`src/rtl/i2c_irq_pkg.sv`:
```
package i2c_irq_pkg;

    localparam int unsigned EV_COUNT = 7;

    typedef enum logic [2:0] {
        VEC_NONE     = 3'd0,
        VEC_ARB_LOST = 3'd1,
        VEC_NO_ACK   = 3'd2,
        VEC_ACC_RDY  = 3'd3,
        VEC_RX_RDY   = 3'd4,
        VEC_TX_RDY   = 3'd5,
        VEC_STOP     = 3'd6,
        VEC_AS_TGT   = 3'd7
    } vec_code_e;

endpackage

```
`src/rtl/irq_reg_decode.sv`:
```
module irq_reg_decode #(
    parameter int unsigned         ADDR_W   = 8,
    parameter logic [ADDR_W-1:0]   MASK_OFS = 8'h04,
    parameter logic [ADDR_W-1:0]   STAT_OFS = 8'h08,
    parameter logic [ADDR_W-1:0]   VEC_OFS  = 8'h28
) (
    input  logic [ADDR_W-1:0] addr_i,
    input  logic              wr_i,
    input  logic              rd_i,
    output logic              sel_mask_o,
    output logic              sel_stat_o,
    output logic              sel_vec_o,
    output logic              mask_we_o,
    output logic              stat_we_o,
    output logic              vec_re_o
);

    always_comb begin
        sel_mask_o = (addr_i == MASK_OFS);
        sel_stat_o = (addr_i == STAT_OFS);
        sel_vec_o  = (addr_i == VEC_OFS);
        mask_we_o  = wr_i & sel_mask_o;
        stat_we_o  = wr_i & sel_stat_o;
        vec_re_o   = rd_i & sel_vec_o;
    end


    always_comb begin
        sel_onehot_chk: assert ($onehot0({sel_mask_o, sel_stat_o, sel_vec_o}));
    end

endmodule

```
`src/rtl/irq_flag_bank.sv`:
```
module irq_flag_bank #(
    parameter int unsigned N = 7
) (
    input  logic         clk,
    input  logic         rst_n,
    input  logic [N-1:0] set_i,
    input  logic [N-1:0] clr_i,
    output logic [N-1:0] flags_o
);

    typedef struct packed {
        logic [N-1:0] flags;
    } bank_t;

    bank_t st_d, st_q;

    always_comb begin
        st_d       = st_q;
        st_d.flags = (st_q.flags & ~clr_i) | set_i;
    end

    always_ff @(posedge clk or negedge rst_n) begin
        if (!rst_n) st_q <= '0;
        else        st_q <= st_d;
    end

    assign flags_o = st_q.flags;


    ev_set_chk: assert property (@(posedge clk) disable iff (!rst_n)
        (set_i != '0) |=> ((flags_o & $past(set_i)) == $past(set_i)));


    flag_hold_chk: assert property (@(posedge clk) disable iff (!rst_n)
        (set_i == '0 && clr_i == '0) |=> $stable(flags_o));

endmodule

```
`src/rtl/irq_prio_enc.sv`:
```
module irq_prio_enc #(
    parameter int unsigned N  = 7,
    parameter int unsigned CW = $clog2(N + 1)
) (
    input  logic [N-1:0]  req_i,
    output logic [N-1:0]  grant_o,
    output logic [CW-1:0] code_o
);

    for (genvar i = 0; i < N; i++) begin : g_grant
        if (i == 0) begin : g_first
            assign grant_o[i] = req_i[i];
        end else begin : g_rest
            assign grant_o[i] = req_i[i] & ~(|req_i[i-1:0]);
        end
    end

    always_comb begin
        code_o = '0;
        for (int i = 0; i < N; i++) begin
            if (grant_o[i]) code_o = code_o | CW'(i + 1);
        end
    end


    always_comb begin
        grant_onehot_chk: assert ($onehot0(grant_o));
    end

endmodule

```
`src/rtl/i2c_irq_vec.sv`:
```
module i2c_irq_vec
    import i2c_irq_pkg::*;
#(
    parameter int unsigned       N        = EV_COUNT,
    parameter int unsigned       ADDR_W   = 8,
    parameter int unsigned       DATA_W   = 16,
    parameter logic [ADDR_W-1:0] MASK_OFS = 8'h04,
    parameter logic [ADDR_W-1:0] STAT_OFS = 8'h08,
    parameter logic [ADDR_W-1:0] VEC_OFS  = 8'h28,
    parameter int unsigned       RSF_BIT  = 11,
    parameter int unsigned       BB_BIT   = 12
) (
    input  logic              clk,
    input  logic              rst_n,
    input  logic [N-1:0]      ev_i,
    input  logic              bus_busy_i,
    input  logic              rx_shift_full_i,
    input  logic              reg_wr_i,
    input  logic              reg_rd_i,
    input  logic [ADDR_W-1:0] reg_addr_i,
    input  logic [DATA_W-1:0] reg_wdata_i,
    output logic [DATA_W-1:0] reg_rdata_o,
    output logic              irq_o
);

    localparam int unsigned CW = $clog2(N + 1);

    typedef struct packed {
        logic [N-1:0] mask;
    } ctl_t;

    ctl_t ctl_d, ctl_q;

    logic sel_mask, sel_stat, sel_vec;
    logic mask_we, stat_we, vec_re;
    logic [N-1:0]  flags, pend, grant, clr;
    logic [CW-1:0] vec_code;
    logic [DATA_W-1:0] stat_word;
    logic unused_wdata;

    assign unused_wdata = ^reg_wdata_i[DATA_W-1:N];

    irq_reg_decode #(
        .ADDR_W  (ADDR_W),
        .MASK_OFS(MASK_OFS),
        .STAT_OFS(STAT_OFS),
        .VEC_OFS (VEC_OFS)
    ) u_dec (
        .addr_i    (reg_addr_i),
        .wr_i      (reg_wr_i),
        .rd_i      (reg_rd_i),
        .sel_mask_o(sel_mask),
        .sel_stat_o(sel_stat),
        .sel_vec_o (sel_vec),
        .mask_we_o (mask_we),
        .stat_we_o (stat_we),
        .vec_re_o  (vec_re)
    );

    assign pend = flags & ctl_q.mask;

    irq_prio_enc #(.N(N), .CW(CW)) u_enc (
        .req_i  (pend),
        .grant_o(grant),
        .code_o (vec_code)
    );

    always_comb begin
        clr = '0;
        if (stat_we) clr = clr | reg_wdata_i[N-1:0];
        if (vec_re)  clr = clr | grant;
    end

    irq_flag_bank #(.N(N)) u_flags (
        .clk    (clk),
        .rst_n  (rst_n),
        .set_i  (ev_i),
        .clr_i  (clr),
        .flags_o(flags)
    );

    always_comb begin
        ctl_d = ctl_q;
        if (mask_we) ctl_d.mask = reg_wdata_i[N-1:0];
    end

    always_ff @(posedge clk or negedge rst_n) begin
        if (!rst_n) ctl_q <= '0;
        else        ctl_q <= ctl_d;
    end

    always_comb begin
        stat_word          = '0;
        stat_word[N-1:0]   = flags;
        stat_word[RSF_BIT] = rx_shift_full_i;
        stat_word[BB_BIT]  = bus_busy_i;
    end

    always_comb begin
        reg_rdata_o = '0;
        if (sel_mask)      reg_rdata_o[N-1:0] = ctl_q.mask;
        else if (sel_stat) reg_rdata_o = stat_word;
        else if (sel_vec)  reg_rdata_o[CW-1:0] = vec_code;
    end

    assign irq_o = |pend;


    vec_clear_chk: assert property (@(posedge clk) disable iff (!rst_n)
        (vec_re && grant != '0) |=> ((flags & $past(grant & ~ev_i)) == '0));


    irq_vec_chk: assert property (@(posedge clk) disable iff (!rst_n)
        irq_o |-> (vec_code != '0));


    vec_pend_chk: assert property (@(posedge clk) disable iff (!rst_n)
        (vec_code != '0) |-> (flags[vec_code - 1'b1] && ctl_q.mask[vec_code - 1'b1]));


    mask_hold_chk: assert property (@(posedge clk) disable iff (!rst_n)
        !mask_we |=> $stable(ctl_q.mask));

endmodule

```
`config.mk`:
```
export PLATFORM = sky130hd
export DESIGN_NAME = i2c_irq_vec
export DESIGN_NICKNAME = d
export VERILOG_FILES = /design/src/rtl/i2c_irq_pkg.sv /design/src/rtl/irq_reg_decode.sv /design/src/rtl/irq_flag_bank.sv /design/src/rtl/irq_prio_enc.sv /design/src/rtl/i2c_irq_vec.sv
export SDC_FILE = /design/constraint.sdc
export NUM_CORES = 1
export LEC_CHECK = 0
export BUFFER_PORTS_ARGS = -buffer_cell sky130_fd_sc_hd__clkbuf_2
export CAP_MARGIN = 20
export CORE_ASPECT_RATIO = 1.75
export CORE_MARGIN = 8
export CORE_UTILIZATION = 25
export CTS_BUF_LIST = sky130_fd_sc_hd__clkbuf_4
export DETAILED_ROUTE_END_ITERATION = 6
export PLACE_DENSITY_LB_ADDON = 0.1
export SLEW_MARGIN = 5
export SYNTH_ARGS = -nofsm -noshare
export SYNTH_HDL_FRONTEND = slang
export SYNTH_SLANG_ARGS = --single-unit
```
`constraint.sdc`:
```
create_clock -name clk -period 2.23 [get_ports clk]
set_clock_uncertainty 0.15 [all_clocks]
set_input_delay 0.5575 -clock clk [delete_from_list [all_inputs] [get_ports clk]]
set_output_delay 0.5575 -clock clk [all_outputs]
set_load 0.05 [all_outputs]
```
* Word level (Yosys, flattened, before mapping) *
Index checks and enable logic that the tools add are counted.
Widths: inputs -> output; s select.

operators by class
  equal/unequal tests = 3
  reduce and logical (&&, ||, !) cells = 6
  mux-type cells = 14
  bitwise logic cells = 20

operators with widths
  operator            count
  $mux 7              3
  $mux 3              6
  $and 7x7->7         2
  $or 7x7->7          2
  $mux 10             1
  $and 1x1->1         9
  $mux 9              1
  $eq 8x3->1 const B  1
  $eq 8x4->1 const B  1
  $eq 8x6->1 const B  1
  $not 7->7           1
  $reduce_or 7->1     1
  $not 1->1           6
  $reduce_or 6->1     1
  $reduce_or 5->1     1
  $mux 2              2
  $reduce_or 4->1     1
  $reduce_or 3->1     1
  $reduce_or 2->1     1
  $mux 1              1

word-level totals
  word-level logic and storage cells = 45
  register bits after elaboration = 14
  input bits = 37
  output and inout port bits = 17

* Longest topological paths before layout *
  word-level depth = 12
  depth in mapped cells = 5
  mapped depth without buffers = 4

* By module *
A second synthesis with hierarchy kept.

second synthesis, totals
  cell total of the unflattened synthesis = 119
  area, all modules = 1088.5 µm²

modules (own cells, without submodules)
  module          instances  area each (µm²)  cells an instance  sequential area each (µm²)
  i2c_irq_vec     1          595.6            68                 175.2
  irq_flag_bank   1          254.0            21                 175.2
  irq_prio_enc    1          136.4            20                 0.0
  irq_reg_decode  1          102.6            10                 0.0

* Least setup slack after synthesis *
Ideal clock, no wire load.

  path kind = input -> output
  from = in reg_addr_i[2]
  to = out reg_rdata_o[0]
  stages on the path = 4
  path slack = -988 ps
  arrival time = 2511 ps
  required time = 1522 ps
  buffers on the path = 0
  cell sequence = nor4b_4 > o21ai_1 > a41o_1 > a211oi_1

between the ends
  word-level cells in the longest chain between the ends = 4
  elaborated cells between the ends (all ways) = 6
  those cells by class = 3 x eq/ne; 3 x mux

RTL lines
  what                line                  source
  start: declaration  i2c_irq_vec.sv:20     input logic [ADDR_W-1:0] reg_addr_i,
  $eq 8x6->1          irq_reg_decode.sv:21  sel_vec_o = (addr_i == VEC_OFS);
  $mux 3              i2c_irq_vec.sv:103    else if (sel_vec) reg_rdata_o[CW-1:0] = vec_code;
  $mux 3              i2c_irq_vec.sv:102    else if (sel_stat) reg_rdata_o = stat_word;
  $mux 7 (*)          i2c_irq_vec.sv:101    if (sel_mask) reg_rdata_o[N-1:0] = ctl_q.mask;
  end: declaration    i2c_irq_vec.sv:22     output logic [DATA_W-1:0] reg_rdata_o,

Every way passes the cells marked *; elsewhere a longest branch is shown, timed or not.

* Worst setup path after layout *
  from = reg ctl_q[0] (netlist bit)
  to = out reg_rdata_o[2]

between the ends
  word-level cells in the longest chain between the ends = 11
  elaborated cells between the ends (all ways) = 20
  those cells by class = 7 x mux; 9 x bitwise; 4 x reduce/logical

RTL lines
  what                      line                source
  start: declaration        i2c_irq_vec.sv:32   ctl_t ctl_d, ctl_q;
  start signal: assignment  i2c_irq_vec.sv:89   else ctl_q <= ctl_d;
  $and 7x7->7 (*)           i2c_irq_vec.sv:60   assign pend = flags & ctl_q.mask;
  $reduce_or 3->1           irq_prio_enc.sv:14  assign grant_o[i] = req_i[i] & ~(|req_i[i-1:0]);
  $not 1->1                 irq_prio_enc.sv:14
  $and 1x1->1               irq_prio_enc.sv:14
  $mux 3 (3 in series)      irq_prio_enc.sv:21  if (grant_o[i]) code_o = code_o | CW'(i + 1);
  $mux 3 (*)                irq_prio_enc.sv:21
  $mux 3 (*)                i2c_irq_vec.sv:103
  $mux 3 (*)                i2c_irq_vec.sv:102
  $mux 7 (*)                i2c_irq_vec.sv:101

Marks and branches as above.

==> run metrics <==
failing checks negative setup slack; Design Power 0.642 mW; WP data required 1.52 ns; Max Root-Sink Buffers 2; setup tns final -1.90 ns; synthesized instance count 104; max_cap viols 0; Hold Vio Cnt, Final 0; Yosys top cell area share 0.358; Max FO, Critical Path 2; port buffer count 37; total wire length 3.51 mm; area grow syn2layout 84.2%; status complete, but fails checks; Async SR Flop Fraction 1.00; count leader, synth nand2_1; Net Switching 0.213 mW; Ports 54; Wirelength per Cell 15.7 um; ys flop type dfrtp_1; Top Metal Used met4; Mean Syn Cell Area 9.42 sq um; Max Slew Vio Count 0; via count 1101; DR WL met3 256 um; fin nets 214; Root Buffer clkbuf_4; sequential power share 0.412; placer's final routability congestion estimate 0.750; synthesized flop and latch total 14; Pwr Density 356 nW/um^2; most frequent cells after synthesis nand2_1 (16), dfrtp_1 (14), a31o_1 (7), buf_4 (7), mux2_1 (7); initial core utilization 0.256; DR pass1 iterations 4; H-tree Lvls 1; Distinct cells, synth 39; Mapped Area 980 sq um; Clk network pwr share 0.235; Final Util 0.471; drt drc 0; first-pass GRT wire length 6.04 mm; HPWL Detailed 2.87 mm; synth top area cells dfrtp_1 (36%), mux2_1 (8.0%), a31o_1 (6.3%); Cells after DPL 214; met2 WL 1.85 mm; P_leak 0.790 nW; GRT overflow 0; f_max 393 MHz; DRT met1 WL 1.35 mm; antenna cells 0; Post-synth EDFFs 0; initial antenna violation count 0; Setup violations, final 10; CTS sink cnt 14; CTS clock-pin slew for the worst setup and hold paths 0.09 ns; final setup margin -0.315 ns; worst-skew pair later-pin latency 0.29 ns; synth warn 0; critical path startpoint category register; crit path kind register to primary output; die width 63.3 um; Num CTS Buffers 3; DR iter-0 viols 18; switch share 0.332; min cycle time layout 2.55 ns; Die Height 98.8 um; Core Footprint 3830 sq um; Max VDD drop 245 uV; CTS Hold Bufs 0; Critical Path AT 1.84 ns; FILL cells 396; fin crit share 1.14; Hold/Removal Path Class primary input to asynchronous set/reset pin; vias in the first global route 1252; Place WS -0.385 ns; Internal Power 0.429 mW; RSZ-0062 raised after global routing yes; Std-Cell Rows 30; DR vias/cell 4.92; Combinational Power Share 0.353; Synth area leader dfrtp_1; Routed Antenna Nets 0; clock tree from TritonCTS done; area of the die 6260 sq um; Crit. End Element primary output; largest net degree at the start of global routing 15; fin cells 224; layout cell share with drive strength beyond 1 0.563; sequential fraction of the synthesis area 0.358; Global Route Usage Sum 0.118
per-layer routing:
layer	up-vias	global-route usage
met5	-	0
met4	0	0.0553
met3	4	0.0352
met2	44	0.213
met1	518	0.119
li1	535	-
flip-flops by register name (all words and copies together), names as in the netlist:
signal and cells:
ctl_q 7, u_flags.flags_o 7
layout make-up:
cell class              instances  area (sq um)  area share
repair buffers                 72           642       0.356
inverters                       2          7.51     0.00416
clock inverters                 1          3.75     0.00208
flip-flops and latches         14           350       0.194
well taps                      48          60.1      0.0333
multi-input cells              84           718       0.398
clock buffers                   3          22.5      0.0125
critical path: stages (launching register included):
cell and delay, ns:
dfrtp_1 0.39, a222oi_1 0.38, buf_4 0.18, inv_2 0.03
o32a_1 0.32, nor2_4 0.11, buf_12 0.14
repair_timing:
action | CTS | global route
setup endpoints to repair | 12 | 13
pin swaps | 13 | 8
buffers inserted | 7 | 1
gates resized for setup | 19 | 9
power by group through the flow:
stage               clock, mW  sequential [mW]  combinational (mW)
CTS                     0.158            0.265               0.226
finish                  0.151            0.265               0.226
global placement            0            0.269               0.177
detailed placement          0            0.269               0.179
global route            0.167            0.266               0.243
floorplan                   0            0.272              0.0988
through the flow:
| stage | hold slack, ns | area [sq um] |
|---|---|---|
| after floorplan | 0.112 | 1080 |
| after global placement | 0.329 | 1610 |
| final | 0.0181 | 1800 |
| after global routing | 0.0287 | 1800 |
| after CTS | 0.0226 | 1790 |
| after detailed placement | 0.339 | 1610 |
placed cells by master (no fill, tap or decap), types with 2 or more instances in the layout:
master	count
nand2_1	15
buf_12	9
nand3_1	3
or4_4	2
nand2_4	2
clkbuf_2	25
nor2_4	2
a31o_1	7
and3_4	2
nand4_1	3
o21ai_1	2
conb_1	7
nor4b_4	2
buf_4	29
clkbuf_4	3
mux2_1	7
buf_6	7
a22o_4	4
nand3b_1	2
dfrtp_1	14
a22oi_1	2
cells by family (layout without fill, tap and decap cells):
family | after synthesis | in the layout | share of synthesized area
flops | 14 | 14 | 0.358
mux | 7 | 7 | 0.0805
buf+inv | 12 | 78 | 0.0741
simple gates | 44 | 44 | 0.269
compound gates | 26 | 26 | 0.215
other cells | 1 | 7 | 0.00383
worst paths after layout:
kind                                                   start                            to  slack (ns)  cells past startpoint
worst max-delay path                    ctl_q[0]$_DFFE_PN0P_                reg_rdata_o[2]       -0.32                      6
worst min-delay path                                   rst_n          ctl_q[3]$_DFFE_PN0P_        0.02                      1
worst max register to register          ctl_q[0]$_DFFE_PN0P_  u_flags.flags_o[6]$_DFF_PN0_        0.14                      6
worst min register to register  u_flags.flags_o[5]$_DFF_PN0_  u_flags.flags_o[5]$_DFF_PN0_        0.44                      1
max in group asynchronous                              rst_n  u_flags.flags_o[4]$_DFF_PN0_        1.64                      1
min in group clk                                     ev_i[0]  u_flags.flags_o[0]$_DFF_PN0_        0.31                      2
(Power assumes the default switching activity.)
